## config.mk

```make
export PLATFORM = sky130hd
export DESIGN_NAME = usb_devreg_file
export DESIGN_NICKNAME = d
export VERILOG_FILES = /design/src/rtl/usbreg_pkg.sv /design/src/rtl/usbreg_sticky.sv /design/src/rtl/usbreg_tok_filter.sv /design/src/rtl/usbreg_ep_reg.sv /design/src/rtl/usb_devreg_file.sv
export SDC_FILE = /design/constraint.sdc
export NUM_CORES = 1
export LEC_CHECK = 0
export BUFFER_PORTS_ARGS = -buffer_cell sky130_fd_sc_hd__buf_2
export CAP_MARGIN = 20
export CORE_ASPECT_RATIO = 1.75
export CORE_MARGIN = 8
export CORE_UTILIZATION = 45
export CTS_BUF_LIST = sky130_fd_sc_hd__clkbuf_8
export DETAILED_ROUTE_END_ITERATION = 10
export PLACE_DENSITY = 0.78
export SLEW_MARGIN = 20
export SYNTH_ARGS = -nofsm -noshare
export SYNTH_HDL_FRONTEND = slang
export SYNTH_SLANG_ARGS = --single-unit
```

## constraint.sdc

```tcl
create_clock -name clk -period 1.3 [get_ports clk]
set_input_delay 0.13 -clock clk [delete_from_list [all_inputs] [get_ports clk]]
set_output_delay 0.13 -clock clk [all_outputs]
set_load 0.02 [all_outputs]
```

## src/rtl/usbreg_pkg.sv

```systemverilog
// Package: shared constants and types for the USB device register file.
// Assumes a byte-wide firmware bus and exactly three endpoints.
package usbreg_pkg;
    localparam int DATA_W     = 8;
    localparam int BUS_AW     = 8;
    localparam int DEV_ADDR_W = 7;
    localparam int EP_W       = 4;
    localparam int MODE_W     = 4;
    localparam int NUM_EP     = 3;
    localparam int NUM_FLAGS  = 3;

    // Bit positions inside an endpoint register.
    localparam int ACK_BIT    = 4;
    localparam int FLAG_LSB   = 5;

    // Register offsets.
    localparam logic [BUS_AW-1:0] OFS_DEVADDR  = 8'h10;
    localparam logic [BUS_AW-1:0] OFS_ACTIVITY = 8'h11;
    localparam logic [BUS_AW-1:0] OFS_EP_BASE  = 8'h12;
    localparam int                OFS_EP_STEP  = 2;

    // Token kind as delivered by the SIE.
    typedef enum logic [1:0] {
        TOK_OUT   = 2'd0,
        TOK_IN    = 2'd1,
        TOK_SETUP = 2'd2,
        TOK_NONE  = 2'd3
    } tok_kind_e;
endpackage

```

## src/rtl/usbreg_sticky.sv

```systemverilog
// Module: usbreg_sticky
// A bank of W event flags. A set pulse raises a bit, a clear pulse drops it,
// and a set arriving together with a clear wins. Assumes single-cycle pulses.
module usbreg_sticky #(
    parameter int W = 1
) (
    input  logic         clk,
    input  logic         rst_n,
    input  logic [W-1:0] set,
    input  logic [W-1:0] clr,
    output logic [W-1:0] q
);
    for (genvar i = 0; i < W; i++) begin : g_bit
        // Purpose: hold one flag with set priority over clear.
        always_ff @(posedge clk) begin
            if (!rst_n)
                q[i] <= 1'b0;
            else
                q[i] <= set[i] | (q[i] & ~clr[i]);
        end
    end
endmodule

```

## src/rtl/usbreg_tok_filter.sv

```systemverilog
// Module: usbreg_tok_filter
// Decides whether an SIE token belongs to this device and turns token and
// handshake strobes into per-endpoint set pulses. Purely combinational.
// Assumes the stored address and enable are registered elsewhere.
module usbreg_tok_filter
    import usbreg_pkg::*;
#(
    parameter int N_EP   = NUM_EP,
    parameter int EPW    = EP_W,
    parameter int ADDR_W = DEV_ADDR_W
) (
    input  logic              tok_valid,
    input  logic [1:0]        tok_kind,
    input  logic [ADDR_W-1:0] tok_addr,
    input  logic [EPW-1:0]    tok_ep,
    input  logic              dev_en,
    input  logic [ADDR_W-1:0] dev_addr,
    input  logic              ack_valid,
    input  logic [EPW-1:0]    ack_ep,
    output logic              accept,
    output logic [2:0]        ep0_flag_set,
    output logic [N_EP-1:0]   ack_hit
);
    logic ep_in_range;
    logic kind_ok;
    logic to_ep0;

    // Purpose: qualify the token against enable, address, endpoint and kind.
    always_comb begin
        ep_in_range = (tok_ep < EPW'(N_EP));
        kind_ok     = (tok_kind != TOK_NONE);
        accept      = tok_valid && dev_en && (tok_addr == dev_addr)
                      && ep_in_range && kind_ok;
        to_ep0      = accept && (tok_ep == '0);
    end

    // Purpose: pick the endpoint 0 flag that matches the token kind.
    always_comb begin
        ep0_flag_set[2] = to_ep0 && (tok_kind == TOK_SETUP);
        ep0_flag_set[1] = to_ep0 && (tok_kind == TOK_IN);
        ep0_flag_set[0] = to_ep0 && (tok_kind == TOK_OUT);
    end

    for (genvar k = 0; k < N_EP; k++) begin : g_ack
        // Purpose: route a handshake strobe to its endpoint.
        assign ack_hit[k] = ack_valid && (ack_ep == EPW'(k));
    end
endmodule

```

## src/rtl/usbreg_ep_reg.sv

```systemverilog
// Module: usbreg_ep_reg
// One endpoint register: a 4-bit mode field, a sticky handshake flag in bit 4,
// and, when HAS_FLAGS is set, three sticky token flags in bits [7:5].
// Without HAS_FLAGS those bits read 0. Flags clear on a write of 0.
module usbreg_ep_reg
    import usbreg_pkg::*;
#(
    parameter bit HAS_FLAGS = 1'b0,
    parameter int MW        = MODE_W,
    parameter int DW        = DATA_W,
    parameter int NF        = NUM_FLAGS
) (
    input  logic          clk,
    input  logic          rst_n,
    input  logic          sel_wr,
    input  logic [DW-1:0] wdata,
    input  logic [NF-1:0] flag_set,
    input  logic          ack_set,
    output logic [DW-1:0] reg_val,
    output logic [MW-1:0] mode
);
    logic          ack_q;
    logic [NF-1:0] flags_q;

    // Purpose: firmware-owned mode field.
    always_ff @(posedge clk) begin
        if (!rst_n)
            mode <= '0;
        else if (sel_wr)
            mode <= wdata[MW-1:0];
    end

    usbreg_sticky #(.W(1)) u_ack (
        .clk   (clk),
        .rst_n (rst_n),
        .set   (ack_set),
        .clr   (sel_wr & ~wdata[ACK_BIT]),
        .q     (ack_q)
    );

    if (HAS_FLAGS) begin : g_flags
        usbreg_sticky #(.W(NF)) u_tok (
            .clk   (clk),
            .rst_n (rst_n),
            .set   (flag_set),
            .clr   ({NF{sel_wr}} & ~wdata[FLAG_LSB +: NF]),
            .q     (flags_q)
        );
    end else begin : g_noflags
        logic unused_inputs;
        assign unused_inputs = ^{flag_set, wdata[FLAG_LSB +: NF]};
        assign flags_q       = '0;
    end

    // Purpose: assemble the read view of the register.
    always_comb begin
        reg_val                  = '0;
        reg_val[MW-1:0]          = mode;
        reg_val[ACK_BIT]         = ack_q;
        reg_val[FLAG_LSB +: NF]  = flags_q;
    end
endmodule

```

## src/rtl/usb_devreg_file.sv

```systemverilog
// Module: usb_devreg_file
// Firmware register file for a low-speed USB device: address and enable,
// a sticky activity flag, and three endpoint registers. Accepts SIE event
// strobes and returns the token accept and the endpoint modes.
// Assumes single-cycle SIE strobes and a synchronous firmware bus.
module usb_devreg_file
    import usbreg_pkg::*;
(
    input  logic                     clk,
    input  logic                     rst_n,
    input  logic                     bus_wr,
    input  logic [BUS_AW-1:0]        bus_addr,
    input  logic [DATA_W-1:0]        bus_wdata,
    output logic [DATA_W-1:0]        bus_rdata,
    input  logic                     sie_tok_valid,
    input  logic [1:0]               sie_tok_kind,
    input  logic [DEV_ADDR_W-1:0]    sie_tok_addr,
    input  logic [EP_W-1:0]          sie_tok_ep,
    input  logic                     sie_ack_valid,
    input  logic [EP_W-1:0]          sie_ack_ep,
    input  logic                     sie_activity,
    input  logic                     sie_bus_reset,
    output logic                     tok_accept,
    output logic [NUM_EP*MODE_W-1:0] ep_mode
);
    logic [DATA_W-1:0]    devaddr_q;
    logic                 dev_en;
    logic                 act_q;
    logic                 wr_devaddr;
    logic                 wr_activity;
    logic [2:0]           ep0_flag_set;
    logic [NUM_EP-1:0]    ack_hit;
    logic [DATA_W-1:0]    ep_val [NUM_EP];

    // Purpose: decode firmware writes to the fixed registers.
    always_comb begin
        wr_devaddr  = bus_wr && (bus_addr == OFS_DEVADDR);
        wr_activity = bus_wr && (bus_addr == OFS_ACTIVITY);
    end

    // Purpose: address register; bus reset has priority over firmware.
    always_ff @(posedge clk) begin
        if (!rst_n)
            devaddr_q <= '0;
        else if (sie_bus_reset)
            devaddr_q <= '0;
        else if (wr_devaddr)
            devaddr_q <= bus_wdata;
    end

    assign dev_en = devaddr_q[DATA_W-1];

    usbreg_sticky #(.W(1)) u_activity (
        .clk   (clk),
        .rst_n (rst_n),
        .set   (sie_activity),
        .clr   (wr_activity & ~bus_wdata[0]),
        .q     (act_q)
    );

    usbreg_tok_filter #(
        .N_EP   (NUM_EP),
        .EPW    (EP_W),
        .ADDR_W (DEV_ADDR_W)
    ) u_filter (
        .tok_valid    (sie_tok_valid),
        .tok_kind     (sie_tok_kind),
        .tok_addr     (sie_tok_addr),
        .tok_ep       (sie_tok_ep),
        .dev_en       (dev_en),
        .dev_addr     (devaddr_q[DEV_ADDR_W-1:0]),
        .ack_valid    (sie_ack_valid),
        .ack_ep       (sie_ack_ep),
        .accept       (tok_accept),
        .ep0_flag_set (ep0_flag_set),
        .ack_hit      (ack_hit)
    );

    for (genvar k = 0; k < NUM_EP; k++) begin : g_ep
        localparam logic [BUS_AW-1:0] EP_OFS = BUS_AW'(OFS_EP_BASE + OFS_EP_STEP * k);
        logic [NUM_FLAGS-1:0] flag_set;
        logic                 sel_wr;

        assign flag_set = (k == 0) ? ep0_flag_set : '0;
        assign sel_wr   = bus_wr && (bus_addr == EP_OFS);

        usbreg_ep_reg #(
            .HAS_FLAGS (k == 0),
            .MW        (MODE_W),
            .DW        (DATA_W),
            .NF        (NUM_FLAGS)
        ) u_ep (
            .clk      (clk),
            .rst_n    (rst_n),
            .sel_wr   (sel_wr),
            .wdata    (bus_wdata),
            .flag_set (flag_set),
            .ack_set  (ack_hit[k]),
            .reg_val  (ep_val[k]),
            .mode     (ep_mode[k*MODE_W +: MODE_W])
        );
    end

    // Purpose: combinational read multiplexer; unmapped offsets read 0.
    always_comb begin
        bus_rdata = '0;
        if (bus_addr == OFS_DEVADDR)
            bus_rdata = devaddr_q;
        if (bus_addr == OFS_ACTIVITY)
            bus_rdata = {{(DATA_W-1){1'b0}}, act_q};
        for (int k = 0; k < NUM_EP; k++) begin
            if (bus_addr == BUS_AW'(OFS_EP_BASE + OFS_EP_STEP * k))
                bus_rdata = ep_val[k];
        end
    end
endmodule

```

==> impl_metrics.csv <==
group,metric,value,unit
critical_path,r2r-end,"g_ep[0].u_ep.g_flags.u_tok.q[0]",
power,switchingPower,400.5,uW
synthesis,synth_seq_cells,27,
min_path,whs_endpoint,"u_activity.q",
timing,finalHoldViolCount,0,
synthesis,synth_edf_count,0,
global_route,overflow,0,
clocking,numClockSinks,27,
place,dpl.cell_count,281,
clocking,h-tree-depth,1,
job,cap_violations,0,
floorplan,start_util,45.67,%
floorplan,die_width,59.70,um
timing,slew_headroom,78.18,%
synthesis,ys.flop_type,"dfxtp_1",
detailed_routing,vias_per_cell,5.438,
detailed_routing,num_vias,1588,
critical_path,max_stage_delay,0.44,ns
power,pwr-share-comb,15.1,%
critical_path,worstSetupPathType,"reg -> out",
power,seqPwrFrac,53.3,%
timing,worstMarginPinSlew,0.3272,ns
synthesis,syn_nets,214,
clocking,clkSlewWorstSetupHoldPaths,0.10,ns
place,gp_congestion,0.8820,
place,dp.final_hpwl,3621,um
min_path,worstHoldPathType,"in -> reg",
timing,maxSlewViolCount,0,
clocking,cts_root_buf,"clkbuf_8",
power,clockPowerShare,31.6,%
global_route,grt_antenna_before_repair,0,
timing,finalCritPeriodShare,121.6,%
clocking,ctsHoldBuffers,0,
power,switching_share,25.68,%
clocking,cts_buffers,3,
global_route,track_usage,17.30,%
synthesis,synthTopCellsByArea,"dfxtp_1, mux2i_1, buf_4",
timing,tns,-1.704,ns
critical_path,worstPathCellList,"buf_6 > mux4_2 > and3_4 > buf_6",
min_path,whs_path_depth,3,
critical_path,worstReg2RegStart,"devaddr_q[4]",
critical_path,reg2regPathDepth,5,
synthesis,ys_warn_count,0,
critical_path,worstPathArrival,1.45,ns
detailed_routing,postRouteAntennaNets,0,
floorplan,die_h,92.48,um
detailed_routing,top_layer_used,"met4",
synthesis,synth_common_cells,"dfxtp_1, mux2i_1, nor2_1, o21ai_0",
power,power_leakage,0.001035,uW
synthesis,synth_top_area_share,35.94,%
global_route,grt_max_degree,27,
timing,setup_viol,9,
timing,layout_min_cycle_time,1.581,ns
layout,layout-drive-gt1-share,54.25,%
critical_path,crit_path_end_kind,"output pin",
run_status,violations,"negative setup slack",
critical_path,cp_max_fo,2,
clocking,clockBufferDepth,2,
timing,rsz0062_at_grt,"true",
floorplan,dieArea,0.005521,mm^2
synthesis,async_flop_share,0,%
place,pre_cts_slack,-0.1749,ns
detailed_routing,met2_length,2661,um
timing,fin_skew,0.001154,ns
global_route,grt_pass1_vias,1602,
detailed_routing,drt-wirelength-per-cell,16.73,um
detailed_routing,wl,4885,um
detailed_routing,route.detailed.drc,0,
critical_path,worstPathRequired,1.17,ns
floorplan,placeableCoreArea,0.003293,mm^2
synthesis,synth_cells,174,
synthesis,synth_area,0.001504,mm^2
floorplan,ioPinCount,61,
synthesis,synth.avg_cell_area,8.643,um^2
layout,insertedDiodeCount,0,
floorplan,core.rowCount,28,
synthesis,yosysUniqueCellTypes,31,
clocking,clk_latency,0.28,ns
detailed_routing,drt-initial-drc-count,56,
critical_path,r2r_slack,-0.23,ns
critical_path,start_kind,"flop",
synthesis,yosysMostFrequentCell,"dfxtp_1",
critical_path,crit_top_cell,"buf_6",
layout,syn_to_final_growth,46.84,%
power,vdd_ir_drop_max,0.7391,mV
power,p_per_area,706.2,mW/mm^2
clocking,cts_tree,"built",
min_path,hold_start,"sie_activity",
power,p_total,1560,uW
place,portBuffers,60,
synthesis,synth_area_leader_cell,"dfxtp_1",
timing,fin_ws,-0.2814,ns
synthesis,yosysSeqAreaShare,35.94,%
global_route,grt_pass1_wl,7452,um
layout,nets,288,
layout,fin_util,67.06,%
power,cellInternalPower,1159,uW
layout,stdcell_count,292,
critical_path,slowest_stage,"mux4_2",
detailed_routing,wl_met1,1836,um
timing,max_freq,0.6323,GHz
detailed_routing,routed-wl-met3,226,um
run_status,status,"complete, but fails checks",
detailed_routing,firstDrtPassIters,4,
==> power by group through the flow <==
stage,combinational [uW],clock [uW],sequential [uW]
2_1_floorplan,88.5,0,852
3_3_place_gp,205,0,853
3_5_place_dp,208,0,853
4_1_cts,218,491,833
5_1_grt,254,527,832
6_report,236,492,831
==> flip-flops by register name, indices dropped and copies added, names as in the netlist <==
name and flops:
g_ep.u_ep.mode 12, devaddr_q 8, g_ep.u_ep.g_flags.u_tok.q 3, g_ep.u_ep.u_ack.q 3, u_activity.q 1
==> routing by layer <==
| metal | track usage [%] | up-vias |
|---|---|---|
| li1 | - | 754 |
| met3 | 3.056 | 14 |
| met2 | 31.04 | 54 |
| met1 | 18.30 | 766 |
| met4 | 8.417 | 0 |
| met5 | 0 | - |
==> logic make-up (layout without fill, tap and decap cells) <==
logic type / count (synthesis) / after routing / synth area share (%)
simple gates: 74 / 74 / 25.87
flops: 27 / 27 / 35.94
buf+inv: 24 / 97 / 9.401
compound gates: 23 / 23 / 8.736
mux: 19 / 19 / 15.97
xor+xnor: 7 / 7 / 4.077
==> how the worst max path moves through the flow <==
stage	from	endpoint	cells after the start
2_1_floorplan	bus_addr[3]	bus_rdata[5]	3
3_3_place_gp	devaddr_q[3]	g_ep[0].u_ep.g_flags.u_tok.q[0]	4
3_5_place_dp	devaddr_q[5]	g_ep[0].u_ep.g_flags.u_tok.q[0]	4
4_1_cts	devaddr_q[4]	bus_rdata[4]	4
5_1_grt	devaddr_q[4]	bus_rdata[4]	4
6_report	devaddr_q[4]	bus_rdata[4]	4
==> layout make-up <==
cell class                      instances  area, um^2
Sequential cell                        27       558.0
Fill cell                             283        1085
Timing Repair Buffer                   92       593.1
Clock inverter                          1       5.005
Tap cell                               45       56.30
Multi-Input combinational cell        123       950.9
Clock buffer                            3       41.29
Inverter                                1       3.754
==> cell usage in the layout (no fill, tap or decap), drive strengths merged, types with 2 or more instances in the layout <==
master / netlist / layout
nor2b: 4 / 4
nor3b: 3 / 3
nand2: 13 / 13
nand3: 13 / 13
clkbuf: 4 / 3
nand2b: 2 / 2
mux2i: 15 / 15
o211ai: 3 / 3
dfxtp: 27 / 27
nor3: 7 / 7
buf: 19 / 92
nand4: 5 / 5
nor2: 14 / 14
nand3b: 3 / 3
xnor2: 7 / 7
and3: 4 / 4
o21ai: 14 / 14
mux4: 4 / 4
a21oi: 3 / 3
==> per-stage QoR <==
step	area (um^2)	hold slack (ns)
after floorplan	1511	0.2298
after global placement	1918	0.3608
after detailed placement	1918	0.3731
after CTS	2105	0.08569
after global routing	2208	0.08899
final	2208	0.08561
==> repair_timing <==
item                                    4_1_cts  5_1_grt
endpoints found under the setup margin       12       12
pin swaps                                    12        5
cloned                                        0        0
gates resized for setup                      35       19
buffers inserted                              4        3
==> worst max-delay path, delay by kind of cell, from the launching register on <==
| kind | cells | cell delay [ns] |
|---|---|---|
| buffers and inverters | 2 | 0.24 |
| and+or+nand+nor | 1 | 0.17 |
| DFF | 1 | 0.34 |
| muxes | 1 | 0.44 |
Power figures use the tool's default switching activity.
